===== config.mk =====
export PLATFORM = sky130hd
export DESIGN_NAME = mcpwm_top
export DESIGN_NICKNAME = d
export VERILOG_FILES = /design/src/rtl/mcpwm_pkg.sv /design/src/rtl/mcpwm_counter.sv /design/src/rtl/mcpwm_regs.sv /design/src/rtl/mcpwm_chan.sv /design/src/rtl/mcpwm_top.sv
export SDC_FILE = /design/constraint.sdc
export NUM_CORES = 1
export LEC_CHECK = 0
export BUFFER_PORTS_ARGS = -buffer_cell sky130_fd_sc_hd__buf_2
export CAP_MARGIN = 10
export CORE_MARGIN = 3
export CORE_UTILIZATION = 50
export CTS_CLUSTER_DIAMETER = 40
export DETAILED_ROUTE_END_ITERATION = 16
export PLACE_DENSITY = 0.75
export SLEW_MARGIN = 20
export SYNTH_ARGS = -nofsm -noshare
export SYNTH_HDL_FRONTEND = slang
export SYNTH_SLANG_ARGS = --single-unit

===== constraint.sdc =====
create_clock -name clk -period 2.4 [get_ports clk]
set_input_delay 0.24 -clock clk [delete_from_list [all_inputs] [get_ports clk]]
set_output_delay 0.24 -clock clk [all_outputs]
set_load 0.01 [all_outputs]

===== src/rtl/mcpwm_pkg.sv =====
package mcpwm_pkg;

    // Per-channel output behaviour, 2-bit code stored in the mode word
    typedef enum logic [1:0] {
        MODE_NORMAL   = 2'b00,
        MODE_INVERT   = 2'b01,
        MODE_FORCE_LO = 2'b10,
        MODE_FORCE_HI = 2'b11
    } pwm_mode_e;

    // Register address plan
    localparam int ADDR_PERIOD = 0;
    localparam int ADDR_MATCH0 = 1;

    // Slot left unused in the packed mode word
    localparam int RSV_SLOT = 2;

    // Write request bundle seen by the register bank
    typedef struct packed {
        logic        valid;
        logic [7:0]  addr;
    } wr_sel_t;

    function automatic int mode_addr(int nch);
        return ADDR_MATCH0 + nch;
    endfunction

    function automatic int addr_width(int nch);
        return $clog2(nch + 2);
    endfunction

    // Bit slot (two bits each) holding a channel's mode code
    function automatic int slot_of(int ch);
        return (ch >= RSV_SLOT) ? ch + 1 : ch;
    endfunction

    // Output level for a mode, given whether the count has reached the match
    function automatic logic mode_level(pwm_mode_e m, logic reached);
        logic lvl;
        case (m)
            MODE_NORMAL:   lvl = reached;
            MODE_INVERT:   lvl = !reached;
            MODE_FORCE_LO: lvl = 1'b0;
            default:       lvl = 1'b1;
        endcase
        return lvl;
    endfunction

endpackage


===== src/rtl/mcpwm_counter.sv =====
module mcpwm_counter
    import mcpwm_pkg::*;
#(
    parameter int CNT_W = 16
) (
    input  logic             clk,
    input  logic             rst,
    input  logic             en,
    input  logic [CNT_W-1:0] period_act,
    output logic [CNT_W-1:0] cnt,
    output logic             wrap
);

    logic at_end;

    assign at_end = (cnt == period_act);
    assign wrap   = en && at_end;

    always_ff @(posedge clk) begin
        if (rst) begin
            cnt <= '0;
        end else if (en) begin
            if (at_end) begin
                cnt <= '0;
            end else begin
                cnt <= cnt + 1'b1;
            end
        end
    end

    // Counting steps by one below the period
    assert_cnt_step_R1: assert property (@(posedge clk) disable iff (rst)
        (en && cnt != period_act) |=> (cnt == $past(cnt) + 1'b1));

    // Reaching the period returns the count to zero
    assert_cnt_wrap_R1: assert property (@(posedge clk) disable iff (rst)
        (en && cnt == period_act) |=> (cnt == '0));

    // Disabled counter holds
    assert_cnt_hold_R2: assert property (@(posedge clk) disable iff (rst)
        !en |=> (cnt == $past(cnt)));

    // Reset clears the count
    assert_cnt_reset_R10: assert property (@(posedge clk)
        rst |=> (cnt == '0));

endmodule


===== src/rtl/mcpwm_regs.sv =====
module mcpwm_regs
    import mcpwm_pkg::*;
#(
    parameter int CNT_W  = 16,
    parameter int NUM_CH = 4,
    parameter int ADDR_W = 3
) (
    input  logic                         clk,
    input  logic                         rst,
    input  logic                         wr_en,
    input  logic [ADDR_W-1:0]            addr,
    input  logic [CNT_W-1:0]             wdata,
    input  logic                         wrap,
    output logic [CNT_W-1:0]             rdata,
    output logic [CNT_W-1:0]             period_act,
    output logic [NUM_CH-1:0][CNT_W-1:0] match_act,
    output logic [NUM_CH-1:0][1:0]       mode_q
);

    localparam logic [ADDR_W-1:0] A_PERIOD = ADDR_W'(ADDR_PERIOD);
    localparam logic [ADDR_W-1:0] A_MODE   = ADDR_W'(mode_addr(NUM_CH));

    function automatic logic [CNT_W-1:0] build_mask();
        logic [CNT_W-1:0] m;
        m = '0;
        for (int ch = 0; ch < NUM_CH; ch++) begin
            m[2*slot_of(ch) +: 2] = 2'b11;
        end
        return m;
    endfunction

    localparam logic [CNT_W-1:0] MODE_MASK = build_mask();

    logic [CNT_W-1:0]             period_sh;
    logic [NUM_CH-1:0][CNT_W-1:0] match_sh;
    logic [CNT_W-1:0]             mode_word;
    wr_sel_t                      wsel;

    assign wsel.valid = wr_en;
    assign wsel.addr  = 8'(addr);

    // Period: shadow written by the port, working copy loaded at wrap
    always_ff @(posedge clk) begin
        if (rst) begin
            period_sh  <= '0;
            period_act <= '0;
        end else begin
            if (wsel.valid && wsel.addr == 8'(A_PERIOD)) begin
                period_sh <= wdata;
            end
            if (wrap) begin
                period_act <= period_sh;
            end
        end
    end

    // Per-channel match shadows and modes
    for (genvar g = 0; g < NUM_CH; g++) begin : g_ch
        localparam logic [ADDR_W-1:0] A_MATCH = ADDR_W'(ADDR_MATCH0 + g);
        localparam int                SLOT    = slot_of(g);

        always_ff @(posedge clk) begin
            if (rst) begin
                match_sh[g]  <= '0;
                match_act[g] <= '0;
                mode_q[g]    <= MODE_NORMAL;
            end else begin
                if (wsel.valid && wsel.addr == 8'(A_MATCH)) begin
                    match_sh[g] <= wdata;
                end
                if (wsel.valid && wsel.addr == 8'(A_MODE)) begin
                    mode_q[g] <= wdata[2*SLOT +: 2];
                end
                if (wrap) begin
                    match_act[g] <= match_sh[g];
                end
            end
        end

        // Working match only moves at a wrap
        assert_match_shadow_R7: assert property (@(posedge clk) disable iff (rst)
            !wrap |=> (match_act[g] == $past(match_act[g])));

        // Mode fields come out of reset as 00
        assert_mode_reset_R10: assert property (@(posedge clk)
            rst |=> (mode_q[g] == MODE_NORMAL));
    end

    // Packed mode word for readback; reserved slots stay zero
    always_comb begin
        mode_word = '0;
        for (int ch = 0; ch < NUM_CH; ch++) begin
            mode_word[2*slot_of(ch) +: 2] = mode_q[ch];
        end
    end

    always_comb begin
        rdata = '0;
        if (addr == A_PERIOD) begin
            rdata = period_sh;
        end else if (addr == A_MODE) begin
            rdata = mode_word;
        end
        for (int ch = 0; ch < NUM_CH; ch++) begin
            if (addr == ADDR_W'(ADDR_MATCH0 + ch)) begin
                rdata = match_sh[ch];
            end
        end
    end

    // Working period only moves at a wrap
    assert_period_shadow_R7: assert property (@(posedge clk) disable iff (rst)
        !wrap |=> (period_act == $past(period_act)));

    // Reserved mode bits never read back as one
    assert_rsv_zero_R8: assert property (@(posedge clk) disable iff (rst)
        (addr == A_MODE) |-> ((rdata & ~MODE_MASK) == '0));

    // Addresses past the mode word read zero
    assert_unmapped_R9: assert property (@(posedge clk) disable iff (rst)
        (addr > A_MODE) |-> (rdata == '0));

endmodule


===== src/rtl/mcpwm_chan.sv =====
module mcpwm_chan
    import mcpwm_pkg::*;
#(
    parameter int CNT_W = 16
) (
    input  logic             clk,
    input  logic             rst,
    input  logic [CNT_W-1:0] cnt,
    input  logic [CNT_W-1:0] match_act,
    input  logic [1:0]       mode,
    output logic             out_q
);

    pwm_mode_e m;
    logic      reached;
    logic      lvl;

    assign m       = pwm_mode_e'(mode);
    assign reached = (cnt >= match_act);
    assign lvl     = mode_level(m, reached);

    always_ff @(posedge clk) begin
        if (rst) begin
            out_q <= 1'b0;
        end else begin
            out_q <= lvl;
        end
    end

    // Forced low ignores the count
    assert_force_lo_R5: assert property (@(posedge clk) disable iff (rst)
        (mode == 2'b10) |=> !out_q);

    // Forced high ignores the count
    assert_force_hi_R5: assert property (@(posedge clk) disable iff (rst)
        (mode == 2'b11) |=> out_q);

    // Output is low after reset
    assert_out_reset_R10: assert property (@(posedge clk)
        rst |=> !out_q);

endmodule


===== src/rtl/mcpwm_top.sv =====
module mcpwm_top
    import mcpwm_pkg::*;
#(
    parameter  int CNT_W  = 16,
    parameter  int NUM_CH = 4,
    localparam int ADDR_W = addr_width(NUM_CH)
) (
    input  logic              clk,
    input  logic              rst,
    input  logic              en,
    input  logic              wr_en,
    input  logic [ADDR_W-1:0] addr,
    input  logic [CNT_W-1:0]  wdata,
    output logic [CNT_W-1:0]  rdata,
    output logic [NUM_CH-1:0] pwm_out
);

    logic [CNT_W-1:0]             cnt;
    logic                         wrap;
    logic [CNT_W-1:0]             period_act;
    logic [NUM_CH-1:0][CNT_W-1:0] match_act;
    logic [NUM_CH-1:0][1:0]       mode_q;

    initial begin
        assert (2 * (NUM_CH + 1) <= CNT_W)
            else $error("mode word does not fit the data width");
    end

    mcpwm_regs #(
        .CNT_W  (CNT_W),
        .NUM_CH (NUM_CH),
        .ADDR_W (ADDR_W)
    ) u_regs (
        .clk        (clk),
        .rst        (rst),
        .wr_en      (wr_en),
        .addr       (addr),
        .wdata      (wdata),
        .wrap       (wrap),
        .rdata      (rdata),
        .period_act (period_act),
        .match_act  (match_act),
        .mode_q     (mode_q)
    );

    mcpwm_counter #(
        .CNT_W (CNT_W)
    ) u_counter (
        .clk        (clk),
        .rst        (rst),
        .en         (en),
        .period_act (period_act),
        .cnt        (cnt),
        .wrap       (wrap)
    );

    for (genvar g = 0; g < NUM_CH; g++) begin : g_out
        mcpwm_chan #(
            .CNT_W (CNT_W)
        ) u_chan (
            .clk       (clk),
            .rst       (rst),
            .cnt       (cnt),
            .match_act (match_act[g]),
            .mode      (mode_q[g]),
            .out_q     (pwm_out[g])
        );
    end

endmodule


[Word level (Yosys, flattened, before mapping)]
Index checks and enable logic that the tools add are counted.
W data, S select, Z words.
Cells by class
  equality and inequality tests: 14
  $add $sub $neg: 1
  order comparisons: 4
  mux-type cells: 11
  reduce and logical (&&, ||, !) cells: 17
Operator list (count)
  $mux W16: 6
  $ge A16 B16 Y1: 4
  $add A16 B1 Y16 const B: 1
  $eq A16 B16 Y1: 1
  $pmux W1 S3: 4
  $mux W10: 1
  $eq A2 B1 Y1 const B: 4
  $eq A2 B2 Y1 const B: 4
  $logic_not A2 Y1: 4
  $logic_not A8 Y1: 1
  $logic_and A1 B1 Y1: 7
  $eq A3 B2 Y1 const B: 2
  $eq A3 B3 Y1 const B: 2
  $logic_not A1 Y1: 4
  $eq A3 B1 Y1 const B: 1
  $logic_not A3 Y1: 1
Storage, ports and cells
  word-level logic and storage cells: 66
  input port bits: 23
  output and inout port bits: 20
  register bits after elaboration: 188

[Logic depth before layout (Yosys ltp)]
Gate-level depths: netlist (run 1).
  depth after elaboration: 7
  mapped depth: 8
  gate-level depth less buffers: 7

[Cells and area by module]
A second synthesis (run 1) with hierarchy kept.
Second synthesis, totals
  cells, all modules: 1107
  area total of the unflattened synthesis: 9599.2 µm²
By module, submodules not included
  mcpwm_regs: area each 6707.7 µm², times used 1, seq. area each 3363.2 µm², cells each 753
  mcpwm_chan at g_out[0].u_chan ...: area each 470.5 µm², times used 3, seq. area each 20.0 µm², cells each 61
  mcpwm_counter: area each 1001.0 µm², times used 1, seq. area each 320.3 µm², cells each 108
  mcpwm_chan at g_out[2].u_chan: area each 479.2 µm², times used 1, seq. area each 20.0 µm², cells each 63

[Least setup slack after synthesis (run 1)]
OpenSTA, ideal clock, no wires.
  path type: register to register
  start point: register u_counter.cnt[1]
  end point: register g_out[2].u_chan.out_q
  buffers on the path: 0
  slack: 558 ps
  clock period less this slack: 1842 ps
  setup time: 91 ps
  data arrival time: 1751 ps
  data required time: 2309 ps
  stages on the path, launching flop included: 7
  path through: dfxtp_1 > ha_1 > nor2b_1 > o211a_1 > o311ai_0 > a21oi_1 > a311oi_1
On the way
  cells in the longest elaborated chain, start to end: 3
Ends and longest elaborated chain
  from (decl): RTL line mcpwm_counter.sv:10  | output logic [CNT_W-1:0] cnt,
  from (signal assigned): RTL line mcpwm_counter.sv:26  | cnt <= cnt + 1'b1;
  $ge A16 B16 Y1 *: RTL line mcpwm_chan.sv:19  | assign reached = (cnt >= match_act);
  $logic_not A1 Y1: RTL line mcpwm_pkg.sv:42  | MODE_INVERT: lvl = !reached;
  $pmux W1 S3 *: RTL line mcpwm_pkg.sv:40  | case (m)
  to (signal assigned): RTL line mcpwm_chan.sv:26  | out_q <= lvl;
  to (decl): RTL line mcpwm_chan.sv:11  | output logic out_q
Every way passes the cells marked *; elsewhere a longest branch is shown, timed or not.
A chain may end at the register's enable or synchronous reset.

[Worst setup path after layout (run 1)]
  start point: register u_counter.cnt[6]
  end point: register g_out[0].u_chan.out_q
On the way
  cells in the longest elaborated chain, start to end: 3
Ends and longest elaborated chain (RTL line)
  $ge A16 B16 Y1 *: mcpwm_chan.sv:19
  $logic_not A1 Y1: mcpwm_pkg.sv:42
  $pmux W1 S3 *: mcpwm_pkg.sv:40
  to (signal assigned): mcpwm_chan.sv:26
  to (decl): mcpwm_chan.sv:11
Marks and branches as above.

==> impl_results.md, run 1 <==
- Core Area: 18,390 um^2
- Total power: 6.855 mW
- R2R depth: 6
- Actual slew at the worst max-slew pin: 0.6298 ns
- Hold/Removal Path Class: input pin to register
- Worst R2R Setup Slack: 0.19 ns
- Setup repair bufs after CTS: 0
- Dominant cell type by area after synthesis: dfxtp_1
- Worst-path cell chain: ha_1 -> nand2_1 -> o21ai_0 -> a2111oi_0 -> o21ai_0 -> mux2_2
- IO Port Bufs: 42
- Crit path capture type: register
- Synth Cell Area: 9580 um^2
- FF+latch count, synth: 188
- Synth top area share: 0.3928
- Worst r2r src: u_counter.cnt[6]$_SDFFE_PP0P_
- Critical path buffers and inverters: 0
- Fin nets: 1,309
- Post-synth top cells: nand2_1 (207), dfxtp_1 (188), a21oi_1 (186), nand3_1 (74), inv_1 (70)
- H-tree depth: 4
- Min cycle time layout: 2.207 ns
- Initial Util: 0.5209
- Fill cell count: 1,664
- Crit path top cell by count: o21ai_0
- Synth Warn #: 0
- Startpoint types: register
- First-pass GRT wire length: 45,550 um
- Adder-Cell Fraction of Synth Area: 0.08489
- Clock transition at path regs: 0.07 ns
- Largest family of logic cells by synthesized area: simple AND/OR/NAND/NOR gates
- Die Ht: 144.4 um
- Post-DR vias/cell: 6.060
- Worst path slowest cell: dfxtp_1
- Post-Synth XOR/XNOR Area: 0.03565
- Synth Instances: 1,198
- Combined area of the multi-input logic cells: 5149 um^2
- Max-slew violations: 0
- GPL Wtd Cong: 0.9360
- Status: completed
- Worst Path Max Fanout: 9
- Number of synthesized flops with an enable pin: 0
- Storage cell area: 3766 um^2
- Clock buffer depth: 2
- ANT nets after route: 0
- Die width: 144.4 um
- Top FF cell, synth: dfxtp_1
- RR Endpoint: g_out[0].u_chan.out_q$_SDFF_PP0_
- Die Footprint: 20,860 um^2
- Power per cell area: 638.7 nW/um^2
- CTS tree: built
- Critical path required time: 2.72 ns
- Share of cells above drive strength 1: 0.1272
- Drt wl/cell: 20.01 um
- Yosys cell types: 42
- Register area share after synthesis: 0.3928
- Initial DRC Count: 1,047
- Hpwl dp: 21,220 um
- Hold Crit Start: wdata[15]
- Synth area leaders: dfxtp_1 (39%), a21oi_1 (9.7%), ha_1 (8.5%)
- Delay-heaviest family, CP: compound AO/OA/AOI/OAI gates
- Vias in the first global route: 8,068
- RSZ-0062 raised after global routing: false
- Later-pin clock latency in the skew report: 0.43 ns
- Crit path DAT: 2.53 ns
- Initial DRT Pass Iterations: 5
- Clock Sinks: 188
- Max incr delay on CP: 0.57 ns
- WHS Path Cells: 3
- VDD IR-drop max: 0.0005059 V
- Slew HR: 0.5801
- Fin crit share: 0.9198
- Mapped Avg Cell Area: 7.997 um^2
- Mux cell area share after synthesis: 0.03605
- Max Clock Freq: 453.0 MHz
- Endpoints failing setup: 0
- Post-Synthesis Net Count: 1,286
- Root Driver: clkbuf_16
- P&R area growth vs syn: 12.01%
- Gr usage total: 0.2833
- I/O Pins: 43
- DRC: 0
- TritonCTS Buffers: 17
- Clk_skew: 0.01076 ns
- Setup CP Type: register to register
- Post-synthesis simple-gate area fraction: 0.1935
- Detailed Route WL: 29,280 um
- Final Hold Fails: 0
- Synth Area in Compound Gates: 0.1861
- Max cap viols: 0
- GRT overflow: 0
- Largest net degree at the start of global routing: 66
- P_leak: 4.004 nW
- Hold EP: u_regs.match_sh[47]$_SDFFE_PP0P_
- Initial antenna violation count: 0
- Vias: 8,866
- Post-route setup TNS: 0 ns
- FP Rows: 49
- Most frequent cell after synthesis: nand2_1
- N_diodes: 0
- Async set or reset register ratio after synthesis: 0
-- state kept, by name (all words and copies together), names as in the netlist --
name,count
u_regs.match_act,64
u_regs.match_sh,64
u_counter.cnt,16
u_regs.period_act,16
u_regs.period_sh,16
u_regs.mode_q,8
g_out.u_chan.out_q,4
-- layout make-up --
class / instances / area share
multi-input combinational: 851 / 0.4798
timing repair buffer: 93 / 0.06401
clock inverter: 15 / 0.01446
sequential: 188 / 0.3509
tap: 229 / 0.02670
clock buffer: 17 / 0.03964
inverter: 70 / 0.02448
-- worst max path at each step --
| stage | from | end | cells past startpoint |
|---|---|---|---|
| final | u_counter.cnt[6]$_SDFFE_PP0P_ | g_out[0].u_chan.out_q$_SDFF_PP0_ | 6 |
| after global routing | u_counter.cnt[6]$_SDFFE_PP0P_ | g_out[0].u_chan.out_q$_SDFF_PP0_ | 6 |
| after CTS | u_counter.cnt[7]$_SDFFE_PP0P_ | g_out[0].u_chan.out_q$_SDFF_PP0_ | 6 |
| after detailed placement | u_counter.cnt[7]$_SDFFE_PP0P_ | g_out[0].u_chan.out_q$_SDFF_PP0_ | 6 |
| after global placement | u_counter.cnt[7]$_SDFFE_PP0P_ | g_out[0].u_chan.out_q$_SDFF_PP0_ | 6 |
| after floorplan | u_counter.cnt[1]$_SDFFE_PP0P_ | g_out[2].u_chan.out_q$_SDFF_PP0_ | 6 |
-- routing by layer --
layer | wire length [um] | global-route usage | up-vias
met5 | 0 | 0 | -
met4 | 1036 | 0.1065 | 0
met3 | 2983 | 0.05093 | 51
met2 | 12800 | 0.4189 | 461
met1 | 12470 | 0.4119 | 4166
li1 | - | - | 4188
-- cells in the final DEF, fill, tap and decap left out, drive strengths merged, types with 7 or more instances in the layout --
cell type    n
a211oi       9
xor2        26
buf         93
o22ai       14
mux4         7
nor2b        9
o21ai       79
nand4        8
inv         78
nand2      207
nand4b      15
mux2i       12
a21oi      186
o31ai       13
xnor2       13
ha          65
clkbuf      17
dfxtp      188
nor2        29
nand2b       8
nand3       74
nor3        35
-- metrics by stage --
step,instances,hold WS [ns],util,cell area [um^2],setup WS [ns]
final,1463,0.08615,0.5835,10730,0.1926
after global routing,1463,0.09615,0.5835,10730,0.01043
after CTS,1463,0.07435,0.5833,10730,0.06782
after detailed placement,1431,0.4613,0.5518,10150,0.08002
after global placement,1431,0.4548,0.5518,10150,0.1774
after floorplan,1198,0.3760,-,9580,0.5577
-- worst register-to-register path, cell delays in order (launching register included) --
cell and delay, ns:
dfxtp_1 0.57, ha_1 0.31, nand2_1 0.08, o21ai_0 0.13, a2111oi_0 0.48, o21ai_0 0.22, mux2_2 0.32
-- cells by family after synthesis --
logic type                 after synthesis
xor gates and xnor gates                39
AOI/OAI and AO/OA                      319
buffers and inverters                  159
and+or+nand+nor                        403
adders and majority gates               65
muxes                                   25
DFF                                    188
-- report_power, final --
part,switching [mW],leakage (nW),internal (mW)
sequential,0.0536,1.52,3.18
combinational,0.560,2.20,0.240
clock,1.35,0.284,1.48
-- repair_timing --
item,CTS,global route
endpoints found under the setup margin,0,1
resized for setup,0,2
hold buffers,0,0
No activity file was read; power rests on OpenSTA's default activity.
==> run 2: changes to the inputs <==
--- a/config.mk
+++ b/config.mk
@@ -11,7 +11,7 @@
 export CORE_UTILIZATION = 50
 export CTS_CLUSTER_DIAMETER = 40
 export DETAILED_ROUTE_END_ITERATION = 16
-export PLACE_DENSITY = 0.75
+export PLACE_DENSITY = 0.76
 export SLEW_MARGIN = 20
 export SYNTH_ARGS = -nofsm -noshare
 export SYNTH_HDL_FRONTEND = slang
==> impl_results.md, run 2 (synthesis gave the netlist of run 1 again) <==
- Storage cell area: 3764 um^2 (about the same)
- Endpoints failing setup: 0 (unchanged)
- Clock transition at path regs: 0.09 ns (+0.02 ns)
- First-pass GRT wire length: 44,640 um (-2.0%)
- Clock Sinks: 188 (unchanged)
- FP Rows: 49 (unchanged)
- Crit path capture type: register
- Max Clock Freq: 460.6 MHz (+1.7%)
- GRT overflow: 0 (unchanged)
- CTS resizes: 0 (unchanged)
- Post-route setup TNS: 0 ns (unchanged)
- P_leak: 3.957 nW (-1.2%)
- Power per cell area: 639.6 nW/um^2 (+0.14%)
- GPL Wtd Cong: 0.9434 (+0.79%)
- ANT nets after route: 0 (unchanged)
- Vias: 8,723 (-1.6%)
- Total power: 6.825 mW (-0.43%)
- Actual slew at the worst max-slew pin: 0.6649 ns (+0.03510 ns)
- Root Driver: clkbuf_16
- Setup CP Type: register to register
- Crit path DAT: 2.53 ns (about the same)
- Largest net degree at the start of global routing: 81 (+23%)
- Min cycle time layout: 2.171 ns (-0.03641 ns)
- Share of cells above drive strength 1: 0.1185 (-0.008764)
- Startpoint types: register
- Met3 wire len: 2961 um (-0.74%)
- IO Port Bufs: 42 (unchanged)
- Final instance area: 10,670 um^2 (-0.57%)
- Hpwl dp: 20,420 um (-3.8%)
- Fin crit share: 0.9046 (-0.01517)
- Fill cell count: 1,621 (-2.6%)
- I/O Pins: 43 (unchanged)
- TritonCTS Buffers: 17 (unchanged)
- Gr usage total: 0.2794 (-0.003855)
- CTS tree: built
- Commonest non-fill, non-tap cell in the layout: nand2_1
- Initial DRC Count: 1,012 (-3.3%)
- Status: completed
- Post-DR vias/cell: 6.003 (-0.94%)
- Regs by FF count: u_regs.match_act x64, u_regs.match_sh x64
- Worst Path Max Fanout: 80 (+71)
- H-tree depth: 4 (unchanged)
- DP Area: 10,070 um^2 (-0.74%)
- N_diodes: 0 (unchanged)
- Metal1 wirelength: 12,530 um (+0.55%)
- Most frequent cells in the layout: nand2_1 (206), dfxtp_1 (188), a21oi_1 (186)
- Die Footprint: 20,860 um^2 (unchanged)
- Hold bufs inserted after CTS: 0 (unchanged)
- Later-pin clock latency in the skew report: 0.45 ns (+0.02 ns)
- Clock buffer depth: 2 (unchanged)
- P&R area growth vs syn: 11.37%
- Fin nets: 1,299 (-0.76%)
- Detailed Route WL: 28,740 um (-1.9%)
- Drt wl/cell: 19.78 um (-1.2%)
- Initial antenna violation count: 1 (+1)
- Combined area of the multi-input logic cells: 5150 um^2 (about the same)
- Hold_ws: 0.07751 ns (-0.008635 ns)
- VDD IR-drop max: 0.0004884 V (-3.4%)
- Clk_skew: 0.01555 ns (+0.004796 ns)
- DR top layer: met4
- Die Ht: 144.4 um (unchanged)
- Vias in the first global route: 7,873 (-2.4%)
- Core Area: 18,390 um^2 (unchanged)
- Hold/Removal Path Class: input pin to register
- Setup repair bufs after CTS: 0 (unchanged)
- Max-slew violations: 0 (unchanged)
- Initial DRT Pass Iterations: 6 (+1)
- RSZ-0062 raised after global routing: false
- Die width: 144.4 um (unchanged)
- Slew HR: 0.5551 (-0.02504)
- DRC: 0 (unchanged)
- Initial Util: 0.5209 (unchanged)
- Critical path required time: 2.75 ns (+0.03 ns)
- Max cap viols: 0 (unchanged)
- Final Hold Fails: 0 (unchanged)
- Routed wl met2: 12,560 um (-1.8%)
-- run 2: changes by cell type in the layout (fill, tap and decap cells not counted), sizes merged --
cell / before / now
buf: 93 / 83
bufinv: 1 / 0
clkinv: 4 / 6
clkinvlp: 2 / 1
-- run 2: final cells by class --
| class | count | share of cell area |
|---|---|---|
| Sequential cell | 188 | 0.3527 |
| Timing Repair Buffer | 83 | 0.05734 |
| Inverter | 70 | 0.02462 |
| Multi-Input combinational cell | 851 | 0.4826 |
| Clock buffer | 17 | 0.03987 |
| Clock inverter | 15 | 0.01595 |
| Tap cell | 229 | 0.02685 |
-- run 2: report_power, final --
part           total [mW]  internal [mW]  switching, mW
Clock                2.83           1.40           1.43
Sequential           3.23           3.17         0.0551
Combinational       0.765          0.223          0.543
Total                6.83           4.80           2.02
-- run 2: metrics by stage --
step | std cells | worst slack, ns | util
2_1_floorplan | 1198 | 0.5577 | -
3_5_place_dp | 1421 | 0.2685 | 0.5477
3_3_place_gp | 1421 | 0.3003 | 0.5477
6_report | 1453 | 0.2290 | 0.5801
5_1_grt | 1453 | 0.06183 | 0.5801
4_1_cts | 1453 | 0.2194 | 0.5801
-- run 2: metal layers --
metal,vias to the layer above,track usage
met5,-,0
met4,0,0.08395
met1,4063,0.4123
met2,424,0.4133
li1,4182,-
met3,54,0.05522
-- run 2: worst max-delay path, cell delays in order (launching register included) --
cell	delay, ns
dfxtp_1	0.55
xor2_1	0.14
nor4_1	0.40
and3_2	0.29
buf_12	0.29
nand4b_1	0.25
o31ai_2	0.11
-- run 2: path summary, 6_finish.rpt --
| kind | cells past startpoint | endpoint | slack (ns) | start |
|---|---|---|---|---|
| max | 6 | u_regs.match_act[26]$_SDFFE_PP0P_ | 0.23 | u_counter.cnt[6]$_SDFFE_PP0P_ |
| min | 3 | u_regs.match_sh[61]$_SDFFE_PP0P_ | 0.08 | wdata[13] |
| max reg2reg | 6 | u_regs.match_act[26]$_SDFFE_PP0P_ | 0.23 | u_counter.cnt[6]$_SDFFE_PP0P_ |
| min reg2reg | 2 | u_regs.match_act[52]$_SDFFE_PP0P_ | 0.47 | u_regs.match_act[52]$_SDFFE_PP0P_ |
==> run 3: changes to the inputs <==
--- a/config.mk
+++ b/config.mk
@@ -5,6 +5,7 @@
 export SDC_FILE = /design/constraint.sdc
 export NUM_CORES = 1
 export LEC_CHECK = 0
+export ABC_AREA = 1
 export BUFFER_PORTS_ARGS = -buffer_cell sky130_fd_sc_hd__buf_2
 export CAP_MARGIN = 10
 export CORE_MARGIN = 3
==> impl_results.md, run 3 <==
- Status: completed
- Sw frac: 0.4400 (+0.1434)
- DRC: 0 (unchanged)
- Initial Util: 0.5116 (-0.009323)
- Mapped Avg Cell Area: 6.713 um^2 (-16%)
- TritonCTS Buffers: 17 (unchanged)
- GRT overflow: 0 (unchanged)
- Endpoints failing setup: 0 (unchanged)
- H-tree depth: 4 (unchanged)
- Initial DRT Pass Iterations: 5 (-1)
- ANT nets after route: 0 (unchanged)
- Post-route setup TNS: 0 ns (unchanged)
- Max cap viols: 0 (unchanged)
- Most frequent cells in the layout: nand2_1 (377), nor2_1 (287), dfxtp_1 (188)
- Clock power frac: 0.216 (-0.199)
- Comb pwr share: 0.473 (+0.361)
- Final instance area: 10,690 um^2 (+0.18%)
- Die Ht: 144.8 um (+0.26%)
- Synth Warn #: 0 (unchanged)
- Startpoint types: register
- P_leak: 5.399 nW (+36%)
- Min cycle time layout: 2.159 ns (-0.01168 ns)
- First-pass GRT wire length: 45,090 um (+1.0%)
- Yosys cell types: 27 (-36%)
- Power per cell area: 1261 nW/um^2 (+97%)
- Detailed Route WL: 29,150 um (+1.4%)
- Root Driver: clkbuf_16
- FF+latch count, synth: 188 (unchanged)
- Share of cells above drive strength 1: 0.08084 (-0.03762)
- Register area share after synthesis: 0.3907 (-0.002143)
- Critical path required time: 2.72 ns (-0.03 ns)
- Number of synthesized flops with an enable pin: 0 (unchanged)
- Worst-path cell chain: inv_2 -> nand2_1 -> nand2_1 -> nor2_1 -> nand2_1 -> nor2_1 -> nand3_4 -> buf_12 -> nor2_1 -> nor2_1
- Vias in the first global route: 8,304 (+5.5%)
- Worst R2R Setup Slack: 0.24 ns (about the same)
- VDD IR-drop max: 0.001208 V (+150%)
- Commonest non-fill, non-tap cell in the layout: nand2_1
- Hold/Removal Path Class: input pin to register
- Pre-CTS WS: 0.3533 ns (+0.08482 ns)
- Post-synth top cells: nand2_1 (377), nor2_1 (288), dfxtp_1 (188), inv_1 (164), a21oi_1 (97)
- Core Area: 18,830 um^2 (+2.4%)
- Fin crit share: 0.8997 (-0.004868)
- Max Clock Freq: 463.1 MHz (+0.54%)
- Setup CP Type: register to register
- Fin nets: 1,547 (+19%)
- Post-DR vias/cell: 5.346 (-11%)
- Async set or reset register ratio after synthesis: 0 (unchanged)
- Clock transition at path regs: 0.08 ns (about the same)
- Hold Crit Start: wdata[14]
- Max incr delay on CP: 0.57 ns (+0.02 ns)
- Post-layout util: 0.5676 (-0.01250)
- Most frequent cell after synthesis: nand2_1
- Fill cell count: 1,769 (+9.1%)
- CTS tree: built
- Total power: 13.48 mW (+97%)
- Hpwl dp: 20,500 um (+0.42%)
- Initial DRC Count: 1,025 (+1.3%)
- RSZ-0062 raised after global routing: false
- Synth area leaders: dfxtp_1 (39%), nand2_1 (15%), nor2_1 (11%)
- Synth top area share: 0.3907 (-0.002143)
- Hold bufs inserted after CTS: 0 (unchanged)
- Crit path top cell by count: nor2_1
- Max-slew violations: 0 (unchanged)
- Dominant cell type by area after synthesis: dfxtp_1
- RR Endpoint: u_regs.match_act[58]$_SDFFE_PP0P_
- CTS resizes: 0 (unchanged)
- I/O Pins: 43 (unchanged)
- R2R depth: 10 (+4)
- Combined area of the multi-input logic cells: 4922 um^2 (-4.4%)
- Clock Sinks: 188 (unchanged)
- GPL Wtd Cong: 0.9315 (-1.3%)
- Crit path DAT: 2.48 ns (-0.05 ns)
- Worst r2r src: u_counter.cnt[5]$_SDFFE_PP0P_
- Post-route setup slack: 0.2407 ns (+0.01168 ns)
- Final Hold Fails: 0 (unchanged)
- DP Area: 10,080 um^2 (about the same)
- Crit path capture type: register
- Clk_skew: 0.01392 ns (-0.001629 ns)
- Worst path slowest cell: dfxtp_1
- Largest net degree at the start of global routing: 163 (+100%)
- Worst Path Max Fanout: 162 (+100%)
- Vias: 9,259 (+6.1%)
- Post-Synthesis Net Count: 1,523 (+18%)
- Die width: 144.8 um (+0.26%)
- N_diodes: 0 (unchanged)
- Later-pin clock latency in the skew report: 0.44 ns (about the same)
- Switching pwr: 5.930 mW (+190%)
- Synth Instances: 1,435 (+20%)
- IO Port Bufs: 42 (unchanged)
- Storage cell area: 3764 um^2 (unchanged)
- Die Footprint: 20,970 um^2 (+0.53%)
- Synth Cell Area: 9633 um^2 (+0.55%)
- Gr usage total: 0.2809 (+0.001512)
- Setup repair bufs after CTS: 0 (unchanged)
- Reg power frac: 0.311 (-0.162)
- Hold EP: u_regs.match_sh[30]$_SDFFE_PP0P_
- Actual slew at the worst max-slew pin: 0.7292 ns (+0.06427 ns)
- Drt wl/cell: 16.83 um (-15%)
- WHS Path Cells: 3 (unchanged)
- P&R area growth vs syn: 10.96%
- Clock buffer depth: 2 (unchanged)
- P_int: 7.547 mW (+57%)
- Slew HR: 0.5139 (-0.04121)
- Initial antenna violation count: 0 (-1)
- Top FF cell, synth: dfxtp_1
- FP Rows: 50 (+2.0%)
- Regs by FF count: u_regs.match_act x64, u_regs.match_sh x64
-- run 3: cell types whose count changed after synthesis, sizes merged, moves of 11 or more --
| cell | before | now |
|---|---|---|
| nor3 | 35 | 9 |
| buf | 39 | 28 |
| o31ai | 13 | 0 |
| nand2 | 207 | 378 |
| nand3 | 74 | 42 |
| xnor2 | 13 | 1 |
| nor2 | 29 | 301 |
| a21oi | 186 | 97 |
| inv | 70 | 165 |
| clkbuf | 50 | 35 |
| xor2 | 26 | 11 |
| mux2i | 12 | 0 |
| nand4b | 15 | 0 |
-- run 3: routing by layer --
layer  global-route usage  up-vias  part of all wire
met5                    0        -                 0
met4              0.09524        0             0.032
met3              0.06671       82             0.091
met2               0.4420      399              0.45
met1               0.3799     4236              0.43
li1                     -     4542                 -
-- run 3: cells by family (layout without fill, tap and decap cells) --
family	after synthesis	count (layout)	share of synthesized area
adder cells (fa/ha/maj)	65	65	0.08443
AND/OR/NAND/NOR	743	743	0.3047
flip-flops	188	188	0.3907
buffers and inverters	230	267	0.09988
AO/OA/AOI/OAI	197	197	0.1094
XOR/XNOR	12	12	0.01091
-- run 3: worst max-delay path by stage --
| stage | slack, ns | endpoint | from |
|---|---|---|---|
| after floorplan | 0.79 | u_regs.period_act[10]$_SDFFE_PP0P_ | u_counter.cnt[5]$_SDFFE_PP0P_ |
| after global placement | 0.35 | u_regs.match_act[58]$_SDFFE_PP0P_ | u_counter.cnt[5]$_SDFFE_PP0P_ |
| after detailed placement | 0.35 | u_regs.match_act[58]$_SDFFE_PP0P_ | u_counter.cnt[5]$_SDFFE_PP0P_ |
| after CTS | 0.32 | u_regs.match_act[4]$_SDFFE_PP0P_ | u_counter.cnt[7]$_SDFFE_PP0P_ |
| after global routing | 0.02 | u_regs.match_act[58]$_SDFFE_PP0P_ | u_counter.cnt[5]$_SDFFE_PP0P_ |
| final | 0.24 | u_regs.match_act[58]$_SDFFE_PP0P_ | u_counter.cnt[5]$_SDFFE_PP0P_ |
-- run 3: final cells by class --
cell class,instances,area share
flip-flops and latches,188,0.3521
inverters,167,0.05888
clock inverters,14,0.01650
repair buffers,68,0.04144
clock buffers,18,0.04015
multi-input cells,1017,0.4605
well taps,260,0.03043
-- run 3: stage by stage --
stage | cells | hold slack, ns
after floorplan | 1435 | 0.3749
after global placement | 1700 | 0.4609
after detailed placement | 1700 | 0.4697
after CTS | 1732 | 0.09356
after global routing | 1732 | 0.1104
final | 1732 | 0.1005
-- run 3: critical path: cells and delay by family, from the launching register on --
kind	cells	cell delay, ns
AND/OR/NAND/NOR	8	1.03
flip-flops	1	0.57
buffers and inverters	2	0.35
-- run 3: power by group through the flow --
| stage | clock [mW] | sequential [mW] | combinational [mW] |
|---|---|---|---|
| CTS | 2.94 | 4.19 | 6.30 |
| global placement | 0 | 4.24 | 6.09 |
| floorplan | 0 | 4.16 | 4.97 |
| detailed placement | 0 | 4.26 | 6.22 |
| global route | 3.06 | 4.24 | 7.33 |
| finish | 2.91 | 4.19 | 6.38 |
